### src/rtl/cap_pkg.sv
package cap_pkg;
  localparam int FILT_W   = 4;
  localparam int CFG_BITS = 10;

  localparam logic [1:0] ADDR_CFG  = 2'd0;
  localparam logic [1:0] ADDR_STAT = 2'd1;
  localparam logic [1:0] ADDR_EVT  = 2'd2;
  localparam logic [1:0] ADDR_CAP  = 2'd3;

  // packed MSB first: bit9 dmaEn ... bit0 enable
  typedef struct packed {
    logic              dmaEn;
    logic              irqEn;
    logic [FILT_W-1:0] filtLen;
    logic [1:0]        presc;
    logic              fallEdge;
    logic              enable;
  } capCfg_t;

  typedef struct packed {
    logic doCapture;
    logic readCap;
    logic clrFlag;
    logic clrOver;
  } capStrobe_t;
endpackage

### src/rtl/cap_channel_ctrl.sv
module cap_channel_ctrl
  import cap_pkg::*;
#(
  parameter int SYNC_STAGES = 2
) (
  input  logic                clk,
  input  logic                rstN,
  input  logic                tIn,
  input  logic                regWrEn,
  input  logic                regRdEn,
  input  logic [1:0]          regAddr,
  input  logic [CFG_BITS-1:0] regWrData,
  output capCfg_t             cfg,
  output capStrobe_t          strobe
);
  localparam int PCNT_W = 3;

  // synchronizer chain
  logic [SYNC_STAGES-1:0] syncQ;
  logic synced;
  always_ff @(posedge clk or negedge rstN) begin
    if (!rstN) syncQ <= '0;
    else       syncQ <= {syncQ[SYNC_STAGES-2:0], tIn};
  end
  assign synced = syncQ[SYNC_STAGES-1];

  // configuration register
  always_ff @(posedge clk or negedge rstN) begin
    if (!rstN) cfg <= '0;
    else if (regWrEn && regAddr == ADDR_CFG) cfg <= capCfg_t'(regWrData);
  end

  // sampling filter
  logic [FILT_W-1:0] filtCnt;
  logic [FILT_W:0]   filtNeed, filtNext;
  logic filtLevel, prevLevel;
  assign filtNeed = (cfg.filtLen == '0) ? (FILT_W+1)'(1) : {1'b0, cfg.filtLen};
  assign filtNext = {1'b0, filtCnt} + (FILT_W+1)'(1);

  always_ff @(posedge clk or negedge rstN) begin
    if (!rstN) begin
      filtCnt   <= '0;
      filtLevel <= 1'b0;
      prevLevel <= 1'b0;
    end else begin
      prevLevel <= filtLevel;
      if (synced == filtLevel) begin
        filtCnt <= '0;
      end else if (filtNext >= filtNeed) begin
        filtLevel <= synced;
        filtCnt   <= '0;
      end else begin
        filtCnt <= filtNext[FILT_W-1:0];
      end
    end
  end

  // edge select and event divider
  logic rawEdge, qualEdge, prescHit;
  logic [PCNT_W-1:0] pCnt, divLast;
  assign rawEdge  = cfg.fallEdge ? (prevLevel & ~filtLevel) : (filtLevel & ~prevLevel);
  assign qualEdge = rawEdge & cfg.enable;

  always_comb begin
    case (cfg.presc)
      2'd0:    divLast = PCNT_W'(0);
      2'd1:    divLast = PCNT_W'(1);
      2'd2:    divLast = PCNT_W'(3);
      default: divLast = PCNT_W'(7);
    endcase
  end
  assign prescHit = qualEdge && (pCnt >= divLast);

  always_ff @(posedge clk or negedge rstN) begin
    if (!rstN)              pCnt <= '0;
    else if (!cfg.enable)   pCnt <= '0;
    else if (prescHit)      pCnt <= '0;
    else if (qualEdge)      pCnt <= pCnt + PCNT_W'(1);
  end

  // strobes toward the datapath
  logic swEvent;
  assign swEvent          = regWrEn && regAddr == ADDR_EVT && regWrData[0];
  assign strobe.doCapture = (prescHit | swEvent) & cfg.enable;
  assign strobe.readCap   = regRdEn && regAddr == ADDR_CAP;
  assign strobe.clrFlag   = regWrEn && regAddr == ADDR_STAT && regWrData[0];
  assign strobe.clrOver   = regWrEn && regAddr == ADDR_STAT && regWrData[1];

  // nothing is captured while disabled
  a_r7_no_capture_disabled: assert property (@(posedge clk) disable iff (!rstN)
    !cfg.enable |-> !strobe.doCapture);
  // divider count returns to zero while disabled
  a_r7_divider_cleared: assert property (@(posedge clk) disable iff (!rstN)
    !cfg.enable |=> pCnt == '0);
  // the filtered level only moves toward the synchronized sample
  a_r10_filter_follows: assert property (@(posedge clk) disable iff (!rstN)
    !$stable(filtLevel) |-> filtLevel == $past(synced));
endmodule

### src/rtl/cap_channel_data.sv
module cap_channel_data
  import cap_pkg::*;
#(
  parameter int CNT_W = 16
) (
  input  logic             clk,
  input  logic             rstN,
  input  logic [CNT_W-1:0] counterIn,
  input  capStrobe_t       strobe,
  input  logic             irqEn,
  input  logic             dmaEn,
  output logic [CNT_W-1:0] capValue,
  output logic             capFlag,
  output logic             overFlag,
  output logic             irqOut,
  output logic             dmaReq
);
  always_ff @(posedge clk or negedge rstN) begin
    if (!rstN) begin
      capValue <= '0;
      capFlag  <= 1'b0;
      overFlag <= 1'b0;
      dmaReq   <= 1'b0;
    end else begin
      dmaReq <= strobe.doCapture & dmaEn;
      if (strobe.doCapture) capValue <= counterIn;
      if (strobe.doCapture)                        capFlag <= 1'b1;
      else if (strobe.clrFlag || strobe.readCap)   capFlag <= 1'b0;
      if (strobe.doCapture && capFlag)             overFlag <= 1'b1;
      else if (strobe.clrOver)                     overFlag <= 1'b0;
    end
  end

  assign irqOut = capFlag & irqEn;

  // a capture stores the counter and raises the flag
  a_r1_capture_loads: assert property (@(posedge clk) disable iff (!rstN)
    strobe.doCapture |=> (capValue == $past(counterIn)) && capFlag);
  // capture on a pending flag marks overcapture
  a_r2_overcapture: assert property (@(posedge clk) disable iff (!rstN)
    strobe.doCapture && capFlag |=> overFlag);
  // overcapture holds until its own clear
  a_r4_over_sticky: assert property (@(posedge clk) disable iff (!rstN)
    overFlag && !strobe.clrOver |=> overFlag);
  // capture beats a same-cycle read
  a_r11_capture_wins: assert property (@(posedge clk) disable iff (!rstN)
    strobe.doCapture && (strobe.readCap || strobe.clrFlag) |=> capFlag);
  // a DMA pulse always follows a capture
  a_r8_dma_after_capture: assert property (@(posedge clk) disable iff (!rstN)
    dmaReq |-> $past(strobe.doCapture));
endmodule

### src/rtl/cap_channel.sv
module cap_channel
  import cap_pkg::*;
#(
  parameter int CNT_W       = 16,
  parameter int SYNC_STAGES = 2
) (
  input  logic                clk,
  input  logic                rstN,
  input  logic                tIn,
  input  logic [CNT_W-1:0]    counterIn,
  input  logic                regWrEn,
  input  logic                regRdEn,
  input  logic [1:0]          regAddr,
  input  logic [CFG_BITS-1:0] regWrData,
  output logic [CNT_W-1:0]    regRdData,
  output logic                irqOut,
  output logic                dmaReq
);
  capCfg_t    cfg;
  capStrobe_t strobe;
  logic [CNT_W-1:0] capValue;
  logic capFlag, overFlag;

  cap_channel_ctrl #(.SYNC_STAGES(SYNC_STAGES)) u_ctrl (
    .clk(clk), .rstN(rstN), .tIn(tIn),
    .regWrEn(regWrEn), .regRdEn(regRdEn), .regAddr(regAddr), .regWrData(regWrData),
    .cfg(cfg), .strobe(strobe)
  );

  cap_channel_data #(.CNT_W(CNT_W)) u_data (
    .clk(clk), .rstN(rstN), .counterIn(counterIn), .strobe(strobe),
    .irqEn(cfg.irqEn), .dmaEn(cfg.dmaEn),
    .capValue(capValue), .capFlag(capFlag), .overFlag(overFlag),
    .irqOut(irqOut), .dmaReq(dmaReq)
  );

  always_comb begin
    case (regAddr)
      ADDR_CFG:  regRdData = CNT_W'(cfg);
      ADDR_STAT: regRdData = CNT_W'({overFlag, capFlag});
      ADDR_CAP:  regRdData = capValue;
      default:   regRdData = '0;
    endcase
  end
endmodule

### config.mk
export PLATFORM = sky130hd
export DESIGN_NAME = cap_channel
export DESIGN_NICKNAME = d
export VERILOG_FILES = /design/src/rtl/cap_pkg.sv /design/src/rtl/cap_channel_ctrl.sv /design/src/rtl/cap_channel_data.sv /design/src/rtl/cap_channel.sv
export SDC_FILE = /design/constraint.sdc
export NUM_CORES = 1
export LEC_CHECK = 0
export ABC_AREA = 1
export BUFFER_PORTS_ARGS = -buffer_cell sky130_fd_sc_hd__buf_4
export CORE_MARGIN = 10
export CORE_UTILIZATION = 53
export CTS_CLUSTER_SIZE = 12
export DETAILED_ROUTE_END_ITERATION = 7
export PLACE_DENSITY_LB_ADDON = 0.15
export SYNTH_ARGS = -nofsm -noshare
export SYNTH_HDL_FRONTEND = slang
export SYNTH_SLANG_ARGS = --single-unit
export TNS_END_PERCENT = 30
### constraint.sdc
create_clock -name clk -period 2.1 [get_ports clk]
set_input_delay 0 -clock clk [delete_from_list [all_inputs] [get_ports clk]]
set_output_delay 0 -clock clk [all_outputs]
set_load 0.01 [all_outputs]
==> summary.md <==
| Metric | Value |
|---|---|
| Synthesis Warnings | 0 |
| Post-Synthesis Cells | 251 |
| DR vias | 1,836 |
| Starting Density | 0.5596 |
| Cell variety after synth | 23 |
| DRT antenna net count | 0 |
| TritonCTS clock tree | built |
| GR Util All Layers | 0.1573 |
| H-Tree Depth | 2 |
| DP Area | 0.002482 sq mm |
| Routability congestion estimate | 0.8730 |
| Worst Path Required | 2.28 ns |
| Net total in the final layout | 374 |
| Final worst slack | 0.2998 ns |
| IO Port Bufs | 50 |
| Detailed Routing Iterations Pass 1 | 4 |
| Post-synthesis register bit count | 40 |
| Final Critical Period | 1.800 ns |
| Hold/Removal Path Class | input port to flop |
| Drc violations | 0 |
| Reg2Reg Setup Slack | 0.30 ns |
| Final hold viol count | 0 |
| Avg Synthesized Cell Area | 8.285 sq um |
| Final setup vio count | 0 |
| Ys async rst share | 1.000 |
| Clock Skews | 0.005931 ns |
| Final Slew Violations | 0 |
| CP max FO | 5 |
| Largest net degree at the start of global routing | 41 |
| Critical path's most frequent cell | nand2_1 |
| Post-Route WL | 4.995 mm |
| Mux contribution to synthesized area | 0.005415 |
| Post-synth EDFFs | 0 |
| Cts repair resizes | 0 |
| Post-Synth Adder-Cell Area | 0.05415 |
| Slowest-stage cell, CP | dfrtp_1 |
| Tcrit/Tclk final | 0.8573 |
| Compound-Gate Fraction of Synth Area | 0.06498 |
| Worst skew pair latency | 0.28 ns |
| Hold EP | u_ctrl.cfg[0] |
| Crit Reg-Reg Startpoint | u_ctrl.filtCnt[0] |
| Die area | 0.006829 sq mm |
| RSZ-0062 raised after global routing | no |
| Number of global-route vias before repair | 1,879 |
| Clk slew on worst S/H paths | 0.07 ns |
| Fmax | 555.5 MHz |
| Initial antenna violation count | 0 |
| Critical Path Sink Type | flop |
| Root buffer cell | clkbuf_8 |
| Hold path start | regWrData[0] |
| Max Cap Viol | 0 |
| Top FF cell, synth | dfrtp_1 |
| Worst path bufs/invs | 1 |
| Diodes inserted | 0 |
| Xor/xnor cell area share of the yosys netlist | 0.01685 |
| Critical-path cell list | ha_1 > xor2_1 > ha_1 > nand2_1 > inv_1 > nand4_1 > nand4_1 > nand2_1 > nand2_1 |
| R2r endpoint | u_ctrl.filtLevel |
| Die W | 82.64 um |
| DRT iter0 DRCs | 77 |
| Sequential-to-total area share from yosys stat | 0.4813 |
| Dominant cell by count in the synthesized netlist | nand2_1 |
| IO Count | 51 |
| Top cells by count, synth | nand2_1, dfrtp_1, inv_1, nand3_1, nor2_1 |
| Power per Cell Area | 943.8 mW/mm^2 |
| Slew margin rel. | 0.6717 |
| Post-route setup TNS | 0 ns |
| Top cell type's share of synthesized area | 0.4813 |
| Startpoint Class | flop |
| Reg2reg path depth | 9 |
| Congestion Overflow GR | 0 |
| Die height | 82.64 um |
| Maximum vdd drop | 596.2 uV |
| Simple-gate share of the synthesized area | 0.2966 |
| Syn Nets | 293 |
| Worst-margin pin slew | 0.4924 ns |
| Largest area contributor in the netlist | dfrtp_1 |
| Leakage | 1.538 nW |
| TritonCTS buffer count | 5 |
| Rows | 22 |
| Crit path max-delay family | adder cells |
| Hold path cells | 3 |
| Synth-to-layout area growth | 37.18% |
| Maximum clock insertion buffer count | 2 |
| Final HPWL DP | 3.572 mm |
| Crit-path max cell delay | 0.41 ns |
| Share of layout cells above drive strength 1 | 0.2312 |
| Mapped cell area | 0.002079 sq mm |
| Vias per inst | 4.819 |
| Post-route cell area | 0.002853 sq mm |
| Crit Path Category | flop to flop |
| Hold slack | 0.007411 ns |
| Routed wire length per instance | 13.11 um |
| Main combinational cell family by area after synthesis | simple AND/OR/NAND/NOR gates |
| Pre-CTS worst setup slack | 0.3168 ns |
| # clock sinks | 40 |
| Util after Layout | 0.7677 |
| CP arrival | 1.98 ns |
| Synth area leaders | dfrtp_1, nand2_1, inv_1, nand3_1, ha_1 |
| Run status | finished clean |
| First-pass GRT wire length | 8.500 mm |
| Core area | 0.003716 sq mm |
==> kinds of logic (layout without fill, tap and decap cells) <==
kind of cell / count (synthesis) / after routing
flops: 40 / 40
fa+ha+maj: 9 / 9
mux: 1 / 1
buf+inv: 39 / 121
xor+xnor: 4 / 4
compound gates: 24 / 24
simple gates: 134 / 134
==> cell usage in the layout, fill, tap and decap left out <==
master / Yosys / layout
nand2_2: 13 / 13
nand2_1: 66 / 66
ha_1: 9 / 9
nor2_1: 23 / 23
buf_4: 0 / 51
inv_1: 33 / 33
nor2_4: 1 / 1
o21ai_0: 9 / 9
o211ai_1: 2 / 2
a21oi_1: 10 / 10
a21oi_2: 1 / 1
dfrtp_1: 40 / 40
xor2_1: 2 / 2
nand4_4: 1 / 1
inv_2: 1 / 1
dlygate4sd3_1: 0 / 28
xnor2_1: 2 / 2
clkbuf_8: 0 / 6
nand2_4: 2 / 2
clkbuf_1: 0 / 2
a22o_1: 1 / 1
mux2_2: 1 / 1
nand3_1: 23 / 23
nand4_1: 5 / 5
o31ai_1: 1 / 1
==> layer usage <==
layer / vias to the layer above / wire length (um) / track usage
met3: 4 / 247 / 0.04104
met2: 37 / 2532 / 0.2670
met5: - / 0 / 0
met1: 839 / 2184 / 0.1898
li1: 956 / - / -
met4: 0 / 31 / 0.05017
==> per-stage QoR <==
step / total power [mW] / std cells
floorplan: 1.832 / 251
global placement: 2.119 / 345
detailed placement: 2.149 / 345
CTS: 2.709 / 381
global route: 2.916 / 381
finish: 2.692 / 381
==> worst reg2reg max path, delay by kind of cell, from the launching register on <==
kind | cells | cell delay (ns)
XOR/XNOR | 1 | 0.18
adder cells (fa/ha/maj) | 2 | 0.56
buffers and inverters | 1 | 0.04
flip-flops | 1 | 0.41
AND/OR/NAND/NOR | 5 | 0.51
==> state kept, by name (all words and copies together), names as in the netlist <==
signal	count
u_data.capFlag	1
u_data.overFlag	1
u_ctrl.filtLevel	1
u_ctrl.filtCnt	4
u_ctrl.cfg	10
u_data.capValue	16
u_ctrl.pCnt	3
u_data.dmaReq	1
u_ctrl.syncQ	2
u_ctrl.prevLevel	1
==> where the power goes <==
group	switching [mW]	internal, mW	total, mW
logic	0.539	0.443	0.982
clock network	0.251	0.268	0.519
registers	0.162	1.03	1.19
total	0.952	1.74	2.69
==> worst max path at each step <==
stage | from | endpoint | depth (start not counted)
6_report | u_ctrl.filtCnt[0] | u_ctrl.filtLevel | 9
4_1_cts | u_ctrl.filtCnt[0] | u_ctrl.filtLevel | 9
3_5_place_dp | u_ctrl.filtCnt[0] | u_ctrl.filtLevel | 9
3_3_place_gp | u_ctrl.filtCnt[0] | u_ctrl.filtLevel | 9
2_1_floorplan | u_ctrl.filtCnt[0] | u_ctrl.filtLevel | 9
5_1_grt | u_ctrl.filtCnt[0] | u_ctrl.filtLevel | 9
==> cell type report <==
cell class / instances / area [sq um]
sequential: 40 / 1001
timing repair buffer: 79 / 663.1
tap: 48 / 60.06
fill: 284 / 863.3
inverter: 34 / 127.6
multi-input combinational: 172 / 910.9
clock buffer: 8 / 90.09
==> timing repair <==
item / 4_1_cts / 5_1_grt
buffers inserted: 0 / 0
setup endpoints to repair: 0 / 0
endpoints found under the hold margin: 67 / 0
hold buffers: 28 / 0
(Power assumes the default switching activity.)
